===== src/rtl/pcs_pkg.sv =====
package pcs_pkg;

  // Source selection for the next program counter
  typedef enum logic [1:0] {
    SRC_INC  = 2'd0,
    SRC_IMM  = 2'd1,
    SRC_PAIR = 2'd2,
    SRC_RET  = 2'd3
  } pcSrc_e;

  // Strobes passed from the control decode to the datapath
  typedef struct packed {
    logic   push;
    logic   pop;
    logic   wrReq;
    pcSrc_e src;
  } stackCtl_t;

endpackage


===== src/rtl/pcs_ctrl.sv =====
module pcs_ctrl
  import pcs_pkg::*;
(
  input  logic      clk,
  input  logic      rstN,
  input  logic      opCall,
  input  logic      opCallInd,
  input  logic      opReturn,
  input  logic      opLoadRet,
  input  logic      condTrue,
  output stackCtl_t ctl
);

  // Fixed priority: the highest asserted strobe alone decides the cycle
  always_comb begin
    ctl       = '0;
    ctl.src   = SRC_INC;
    if (opCall) begin
      if (condTrue) begin
        ctl.push = 1'b1;
        ctl.src  = SRC_IMM;
      end
    end else if (opCallInd) begin
      ctl.push = 1'b1;
      ctl.src  = SRC_PAIR;
    end else if (opReturn) begin
      if (condTrue) begin
        ctl.pop = 1'b1;
        ctl.src = SRC_RET;
      end
    end else if (opLoadRet) begin
      ctl.pop   = 1'b1;
      ctl.wrReq = 1'b1;
      ctl.src   = SRC_RET;
    end
  end

  AST_CALL_NOT_TAKEN: assert property (@(posedge clk) disable iff (!rstN)
    (opCall && !condTrue) |-> (!ctl.push && !ctl.pop && ctl.src == SRC_INC));
  AST_CALL_WINS: assert property (@(posedge clk) disable iff (!rstN)
    (opCall && condTrue && (opReturn || opLoadRet)) |-> (ctl.push && !ctl.wrReq));
  AST_LOADRET_WRITE: assert property (@(posedge clk) disable iff (!rstN)
    (opLoadRet && !opCall && !opCallInd && !opReturn) |-> (ctl.pop && ctl.wrReq));
  AST_WRITE_NEEDS_LOADRET: assert property (@(posedge clk) disable iff (!rstN)
    ctl.wrReq |-> opLoadRet);

endmodule


===== src/rtl/pcs_stack.sv =====
module pcs_stack
  import pcs_pkg::*;
#(
  parameter int ADDR_W  = 12,
  parameter int REG_W   = 8,
  parameter int SEL_W   = 4,
  parameter int DEPTH   = 30,
  parameter int DEPTH_W = $clog2(DEPTH + 1)
) (
  input  logic               clk,
  input  logic               rstN,
  input  stackCtl_t          ctl,
  input  logic [ADDR_W-1:0]  pcCur,
  input  logic [ADDR_W-1:0]  immTarget,
  input  logic [REG_W-1:0]   regHi,
  input  logic [REG_W-1:0]   regLo,
  input  logic [REG_W-1:0]   constIn,
  input  logic [SEL_W-1:0]   dstSel,
  output logic [ADDR_W-1:0]  nextPc,
  output logic [DEPTH_W-1:0] depth,
  output logic               overflowFlag,
  output logic               underflowFlag,
  output logic               regWrEn,
  output logic [REG_W-1:0]   regWrData,
  output logic [SEL_W-1:0]   regWrAddr
);

  localparam logic [DEPTH_W-1:0] FULL_CNT = DEPTH_W'(DEPTH);

  logic [DEPTH_W-1:0] ptr;
  logic [ADDR_W-1:0]  entry [DEPTH];
  logic [DEPTH-1:0]   entryWe;
  logic [DEPTH_W-1:0] topIdx;
  logic [ADDR_W-1:0]  topEntry;
  logic               isEmpty;
  logic               isFull;
  logic [ADDR_W-1:0]  pcInc;
  logic [ADDR_W-1:0]  retAddr;
  logic [ADDR_W-1:0]  pairTarget;

  assign isEmpty  = (ptr == '0);
  assign isFull   = (ptr == FULL_CNT);
  assign topIdx   = isEmpty ? '0 : DEPTH_W'(ptr - 1'b1);
  assign topEntry = entry[topIdx];
  assign pcInc    = ADDR_W'(pcCur + 1'b1);
  assign retAddr  = ADDR_W'(topEntry + 1'b1);
  // Register pair: low bits of the high register over the full low register
  assign pairTarget = ADDR_W'({regHi, regLo});

  // One write enable and one storage word per stack slot
  for (genvar g = 0; g < DEPTH; g++) begin : gSlot
    assign entryWe[g] = ctl.push && !isFull && (ptr == DEPTH_W'(g));
    always_ff @(posedge clk) begin
      if (entryWe[g]) entry[g] <= pcCur;
    end
  end

  // Pointer and fault pulses
  always_ff @(posedge clk or negedge rstN) begin
    if (!rstN) begin
      ptr           <= '0;
      overflowFlag  <= 1'b0;
      underflowFlag <= 1'b0;
    end else begin
      overflowFlag  <= 1'b0;
      underflowFlag <= 1'b0;
      if (ctl.push) begin
        if (isFull) begin
          ptr          <= '0;
          overflowFlag <= 1'b1;
        end else begin
          ptr <= DEPTH_W'(ptr + 1'b1);
        end
      end else if (ctl.pop) begin
        if (isEmpty) underflowFlag <= 1'b1;
        else         ptr <= DEPTH_W'(ptr - 1'b1);
      end
    end
  end

  // Next program counter
  always_comb begin
    unique case (ctl.src)
      SRC_IMM:  nextPc = immTarget;
      SRC_PAIR: nextPc = pairTarget;
      SRC_RET:  nextPc = isEmpty ? pcInc : retAddr;
      default:  nextPc = pcInc;
    endcase
  end

  assign depth     = ptr;
  assign regWrEn   = ctl.wrReq;
  assign regWrData = constIn;
  assign regWrAddr = dstSel;

  AST_DEPTH_LIMIT: assert property (@(posedge clk) disable iff (!rstN)
    ptr <= FULL_CNT);
  AST_PUSH_GROWS: assert property (@(posedge clk) disable iff (!rstN)
    (ctl.push && !isFull) |=> (ptr == DEPTH_W'($past(ptr) + 1'b1)));
  AST_PUSH_TOP: assert property (@(posedge clk) disable iff (!rstN)
    (ctl.push && !isFull) |=> (topEntry == $past(pcCur)));
  AST_POP_SHRINKS: assert property (@(posedge clk) disable iff (!rstN)
    (ctl.pop && !ctl.push && !isEmpty) |=> (ptr == DEPTH_W'($past(ptr) - 1'b1)));
  AST_NO_OVERFLOW_KEEP: assert property (@(posedge clk) disable iff (!rstN)
    (ctl.push && isFull) |=> (overflowFlag && ptr == '0));
  AST_UNDERFLOW_EMPTY: assert property (@(posedge clk) disable iff (!rstN)
    (ctl.pop && !ctl.push && isEmpty) |=> (underflowFlag && ptr == '0));
  AST_FLAGS_EXCLUSIVE: assert property (@(posedge clk) disable iff (!rstN)
    !(overflowFlag && underflowFlag));
  AST_EMPTY_POP_FALLTHROUGH: assert property (@(posedge clk) disable iff (!rstN)
    (ctl.pop && isEmpty) |-> (nextPc == pcInc));

endmodule


===== src/rtl/pc_call_stack.sv =====
module pc_call_stack
  import pcs_pkg::*;
#(
  parameter int ADDR_W  = 12,
  parameter int REG_W   = 8,
  parameter int SEL_W   = 4,
  parameter int DEPTH   = 30,
  parameter int DEPTH_W = $clog2(DEPTH + 1)
) (
  input  logic               clk,
  input  logic               rstN,
  input  logic               opCall,
  input  logic               opCallInd,
  input  logic               opReturn,
  input  logic               opLoadRet,
  input  logic               condTrue,
  input  logic [ADDR_W-1:0]  pcCur,
  input  logic [ADDR_W-1:0]  immTarget,
  input  logic [REG_W-1:0]   regHi,
  input  logic [REG_W-1:0]   regLo,
  input  logic [REG_W-1:0]   constIn,
  input  logic [SEL_W-1:0]   dstSel,
  output logic [ADDR_W-1:0]  nextPc,
  output logic [DEPTH_W-1:0] depth,
  output logic               overflowFlag,
  output logic               underflowFlag,
  output logic               regWrEn,
  output logic [REG_W-1:0]   regWrData,
  output logic [SEL_W-1:0]   regWrAddr
);

  stackCtl_t ctl;

  pcs_ctrl i_ctrl (
    .clk       (clk),
    .rstN      (rstN),
    .opCall    (opCall),
    .opCallInd (opCallInd),
    .opReturn  (opReturn),
    .opLoadRet (opLoadRet),
    .condTrue  (condTrue),
    .ctl       (ctl)
  );

  pcs_stack #(
    .ADDR_W  (ADDR_W),
    .REG_W   (REG_W),
    .SEL_W   (SEL_W),
    .DEPTH   (DEPTH),
    .DEPTH_W (DEPTH_W)
  ) i_stack (
    .clk           (clk),
    .rstN          (rstN),
    .ctl           (ctl),
    .pcCur         (pcCur),
    .immTarget     (immTarget),
    .regHi         (regHi),
    .regLo         (regLo),
    .constIn       (constIn),
    .dstSel        (dstSel),
    .nextPc        (nextPc),
    .depth         (depth),
    .overflowFlag  (overflowFlag),
    .underflowFlag (underflowFlag),
    .regWrEn       (regWrEn),
    .regWrData     (regWrData),
    .regWrAddr     (regWrAddr)
  );

endmodule


===== config.mk =====
export PLATFORM = sky130hd
export DESIGN_NAME = pc_call_stack
export DESIGN_NICKNAME = d
export VERILOG_FILES = /design/src/rtl/pcs_pkg.sv /design/src/rtl/pcs_ctrl.sv /design/src/rtl/pcs_stack.sv /design/src/rtl/pc_call_stack.sv
export SDC_FILE = /design/constraint.sdc
export NUM_CORES = 1
export LEC_CHECK = 0
export ABC_CLOCK_PERIOD_IN_PS = 9600
export BUFFER_PORTS_ARGS = -buffer_cell sky130_fd_sc_hd__buf_2
export CAP_MARGIN = 20
export CORE_MARGIN = 2
export CORE_UTILIZATION = 50
export DETAILED_ROUTE_END_ITERATION = 16
export PLACE_DENSITY = 0.75
export SYNTH_ARGS = -nofsm -noshare
export SYNTH_HDL_FRONTEND = slang
export SYNTH_SLANG_ARGS = --single-unit

===== constraint.sdc =====
create_clock -name clk -period 9.6 [get_ports clk]
set_input_delay 0.96 -clock clk [delete_from_list [all_inputs] [get_ports clk]]
set_output_delay 0.96 -clock clk [all_outputs]
set_load 0.01 [all_outputs]

* After elaboration in Yosys (flattened, before gate mapping)
Memories as Yosys holds them, arrays and structs flattened.
Index checks and enable logic that the tools add are counted.
Widths: inputs -> output; s select.
** Storage, ports and cells
- Register bits :: 7
- Bits in writable memories :: 360
- Output and inout bits :: 32
- Memories kept :: 1
** Memory list
- i_stack.entry :: depth 30, bits a word 12, rd ports 1, clocked after memory_dff 0, write ports 1, line pcs_stack.sv:31 : logic [ADDR_W-1:0] entry [DEPTH];
** Operators by class
- Add/sub/neg operators :: 4
- Eq/ne operators :: 34
- Muxes and demuxes :: 172
- Reductions and logical operators :: 64
** Operators by type and width (number)
- $mux 12 :: 30
- $reduce_or 12->1 :: 29
- $mux 5 :: 34
- $mux 1 :: 100
- $eq 5x5->1 const B :: 15
- $eq 5x4->1 const B :: 8
- $pmux 12 s3 :: 1
- $logic_and 1x1->1 :: 31
- $add 12x1->12 const B :: 2
- $eq 5x3->1 const B :: 4
- $mux 2 :: 6
- $eq 5x2->1 const B :: 2
- $add 5x1->5 const B :: 1
- $eq 5x1->1 const B :: 1
- $logic_not 5->1 :: 1
- $sub 5x1->5 const B :: 1
- $eq 2x2->1 const B :: 2
- $mux 4 :: 1
- $eq 2x1->1 const B :: 1
- $ne 2x1->1 const B :: 1
- $reduce_and 2->1 :: 1
- $reduce_bool 2->1 :: 1
- $logic_not 1->1 :: 1

* Depth between registers and ports, before layout
- Depth after elaboration :: 36
- Mapped depth :: 20
- Mapped depth without buffers :: 13

* Cells and area by module
Synthesis repeated with hierarchy kept, for this count alone.
** Second synthesis, totals
- Cell total of the unflattened synthesis :: 1222
- Area total of the unflattened synthesis :: 16737.3 um^2
** Modules (own cells, without submodules)
- pcs_stack :: times used 1, cells each 1213, area each 16674.7 um^2, seq. area each 10985.5 um^2
- pcs_ctrl :: times used 1, cells each 9, area each 62.6 um^2, seq. area each 0.0 um^2

* Worst setup path after synthesis
OpenSTA, ideal clock, no wires.
- Path kind :: reg2out
- From :: register i_stack.ptr[0] (netlist: i_stack.depth[0])
- To :: output nextPc[10]
- Arrival time :: 4.410 ns
- Required time :: 8.640 ns
- Setup slack :: 4.230 ns
- Stages on the path, launching flop included :: 21
- Buffers on the path :: 7
- Path through :: dfrtp_1 buf_2 inv_2 buf_2 clkbuf_1 buf_1 ha_1 or4b_1 buf_2 buf_6 buf_6 nand3_1 nand3_1 a31o_1 o211a_1 or2_2 ha_1 inv_1 nor2_1 and3b_1 o31ai_2
** Between the ends
- Word-level cells in the longest chain between the ends :: 6
** Ends and longest elaborated chain
- start, declared :: line pcs_stack.sv:30 : logic [DEPTH_W-1:0] ptr;
- start signal, assigned :: line pcs_stack.sv:72 : ptr <= DEPTH_W'(ptr + 1'b1);
- start signal, assigned :: line pcs_stack.sv:76 : else ptr <= DEPTH_W'(ptr - 1'b1);
- $sub 5x1->5 / $logic_not 5->1 (equally long branches) :: line pcs_stack.sv:43, pcs_stack.sv:41
- $mux 5 :: line pcs_stack.sv:43 : assign topIdx = isEmpty ? '0 : DEPTH_W'(ptr - 1'b1);
- $mem_v2 30x12
- $add 12x1->12 :: line pcs_stack.sv:46 : assign retAddr = ADDR_W'(topEntry + 1'b1);
- $mux 12 (*) :: line pcs_stack.sv:86 : SRC_RET: nextPc = isEmpty ? pcInc : retAddr;
- $pmux 12 s3 (*) :: line pcs_stack.sv:83 : unique case (ctl.src)
- end, declared :: line pc_call_stack.sv:23 : output logic [ADDR_W-1:0] nextPc,
Every way passes the cells marked *; elsewhere a longest branch is shown, timed or not.

* Worst setup path in the final report
Ends and elaborated chain as after synthesis.

==> results_dict.tcl <==
set metrics [dict create \
    arrival_ns 6.34 \
    p_per_area_nw_per_um2 318 \
    vdd_drop_max_mv 0.159 \
    cts.path.max_buffers 3 \
    dpl.hpwl_microns 30000 \
    yosysWarnings 0 \
    antenna_found_initial 1 \
    cts_tree "done" \
    grt.total_usage_pct 28.6 \
    netlist_instances 1191 \
    regArea_sq_um 11000 \
    syn2layout_area_growth_pct 12.5 \
    core_area_sq_um 32500 \
    drc 0 \
    firstDrtPassIters 6 \
    syn_avg_cell_area_sq_um 13.9 \
    clk_pin_slew_ns 0.06 \
    htree_levels 2 \
    ys_types 91 \
    postLayoutCoreUtil_pct 57.1 \
    chipHeight_microns 186 \
    swShare_pct 41.4 \
    ys_seq_area_share_pct 66.5 \
    num_io_pins 91 \
    crit_type "register to primary output" \
    cts_buffers 38 \
    fin_nets 1325 \
    p_seq_share_pct 31.6 \
    post-route-min-period_ns 7.30 \
    drt_wl_total_microns 48900 \
    viasPerCell 6.72 \
    finalSetupTns_ns 0 \
    rsz0062_at_grt "false" \
    place.port_buffers 62 \
    grt_pass1_wl_microns 71100 \
    clockPowerShare_pct 23.5 \
    synth-async-reset-ratio_pct 1.91 \
    post_cts_buffers 0 \
    synth-edff-count 360 \
    endpoint_kind "primary output" \
    tightest_slew_ns 1.02 \
    hold_viol_final 0 \
    vias 11600 \
    maxCapViolations 0 \
    n_fill_cell 2548 \
    final_layout_size_suffix_gt1_share_pct 19.1 \
    dieArea_sq_um 34500 \
    cts_root_buffer "clkbuf_16" \
    cp-start-kind "register" \
    cts_sinks 367 \
    holdBufCountCts 0 \
    hp-class "input port to async pin" \
    power.leakage_nw 6.19 \
    drt_iter0_drc 1881 \
    synthFlopType "edfxtp_1" \
    mappedNetlistArea_sq_um 16500 \
    gp_congestion 1.00 \
    wl_per_cell_microns 28.4 \
    internal_power_mw 3.47 \
    clock.fmax_mhz 137 \
    finClkSkew_ns 0.0130 \
    syn_nets 1258 \
    path_max_fanout 51 \
    multi_input_area_sq_um 5050 \
    setup_viol 0 \
    period_share_pct 76.0 \
    combPwrFrac_pct 44.9 \
    ctsResizeCount 0 \
    outcome "completed" \
    die_x_microns 186 \
    drt.antenna.violating_nets 0 \
    grt_pass1_vias 11000 \
    rows 66 \
    yosys_register_bits 367 \
    grt_max_degree 60 \
    floorplan.initialDensity_pct 50.8 \
    p_sw_mw 2.45 \
    n_antenna_cell 0 \
    grt-ovfl-total 0 \
    drv_slew 0 \
    critPathRequiredTime_ns 8.64 \
    slew_headroom_pct 31.8 \
    clock_latency_ns 0.53 \
]
==> synthesized netlist by cell type (8+ instances only) <==
cell type / n / share of area, %
edfxtp_1: 360 / 65
a211oi_1: 26 / 1.2
nor3_1: 25 / 0.76
clkbuf_1: 30 / 0.68
ha_1: 8 / 0.61
o21ai_0: 54 / 1.6
o211ai_1: 13 / 0.59
o22ai_1: 8 / 0.30
o31ai_1: 10 / 0.45
a21oi_1: 37 / 1.1
buf_4: 17 / 0.77
a31oi_1: 13 / 0.49
o2bb2ai_1: 8 / 0.42
a221oi_1: 20 / 1.1
nand2_1: 89 / 2.0
xnor2_1: 8 / 0.42
nand4_1: 10 / 0.38
nand2b_1: 10 / 0.38
xor2_1: 10 / 0.53
buf_1: 9 / 0.20
nor2_1: 76 / 1.7
and3_1: 12 / 0.45
inv_1: 9 / 0.20
mux2i_1: 59 / 3.6
nand3_1: 38 / 1.2
buf_2: 35 / 1.1
mux2_2: 22 / 1.5
nor2b_1: 8 / 0.30
==> layout make-up <==
type                    instances  share of cell area, %
clock buffers                  55                   5.96
inverters                      10                  0.202
multi-input cells             718                   27.2
repair buffers                123                   4.27
well taps                     442                   2.97
clock inverters                10                  0.303
flip-flops and latches        367                   59.1
==> logic make-up after synthesis <==
| logic type | after synthesis | synth area share (%) |
|---|---|---|
| flops | 367 | 66.5 |
| simple gates | 311 | 9.41 |
| compound gates | 294 | 13.4 |
| buf+inv | 106 | 3.29 |
| mux | 87 | 5.89 |
| xor+xnor | 18 | 0.954 |
| fa+ha+maj | 8 | 0.606 |
==> worst max-delay path: stages (launching register included) <==
cell	delay (ns)
dfrtp_4	0.49
inv_2	0.43
ha_2	0.37
or4b_2	0.92
buf_12	0.32
nand2_2	0.71
a2111oi_0	0.26
o41a_1	0.50
a32oi_2	0.35
ha_1	0.26
inv_1	0.09
nor2_1	0.37
a21boi_1	0.14
o31ai_2	0.35
buf_2	0.20
==> per-layer routing <==
| metal | share of wire, % | track usage (%) | up-vias |
|---|---|---|---|
| met5 | 0 | 0 | - |
| met4 | 5.1 | 13.9 | 0 |
| met3 | 14 | 8.16 | 173 |
| met2 | 45 | 43.6 | 903 |
| met1 | 36 | 37.8 | 5675 |
| li1 | - | - | 4835 |
==> flip-flops by register name (all words and copies together), names as in the netlist <==
register,flops
i_stack.entry,360
i_stack.overflowFlag,1
i_stack.underflowFlag,1
i_stack.depth,5
==> cells in the final DEF (no fill, tap or decap), types with 11 or more instances in the layout <==
cell	netlist	final
buf_4	17	56
nand2_1	89	89
a211oi_1	26	26
mux2i_1	59	59
o21ai_0	54	54
and3_1	12	12
nand3_1	38	38
nor2_1	76	74
o211ai_1	13	13
nor3_1	25	19
buf_2	35	62
a31oi_1	13	13
clkbuf_1	30	11
a21oi_1	37	37
edfxtp_1	360	360
mux2_2	22	22
a221oi_1	20	20
clkbuf_16	0	41
==> power by group through the flow <==
stage / Clock (mW) / Sequential (mW) / Combinational, mW
2_1_floorplan: 0 / 1.90 / 1.68
3_3_place_gp: 0 / 1.90 / 2.50
3_5_place_dp: 0 / 1.90 / 2.55
4_1_cts: 1.40 / 1.87 / 2.56
5_1_grt: 1.46 / 1.88 / 2.77
6_report: 1.39 / 1.87 / 2.65
==> worst paths after layout <==
check	slack, ns	depth (start not counted)	start	end
max	2.30	14	i_stack.depth[0]$_DFFE_PN0P_	nextPc[10]
min	0.29	1	rstN	i_stack.underflowFlag$_DFF_PN0_
max reg2reg	6.08	4	i_stack.depth[0]$_DFFE_PN0P_	i_stack.entry[0][2]$_DFFE_PP_
min reg2reg	0.85	2	i_stack.depth[1]$_DFFE_PN0P_	i_stack.depth[1]$_DFFE_PN0P_
max in group asynchronous	9.09	1	rstN	i_stack.depth[0]$_DFFE_PN0P_
min in group clk	0.83	3	opCallInd	i_stack.underflowFlag$_DFF_PN0_
==> metrics by stage <==
step           hold WS (ns)  setup WS, ns  area [sq um]  power (mW)  std cells
2_1_floorplan         0.664          4.23         16500        3.58       1191
3_3_place_gp          0.815          2.86         17400        4.40       1652
3_5_place_dp          0.820          2.95         17400        4.45       1659
4_1_cts               0.273          2.39         18600        5.83       1724
5_1_grt               0.282          2.17         18600        6.10       1725
6_report              0.286          2.30         18600        5.92       1725
No activity file was read; power rests on OpenSTA's default activity.
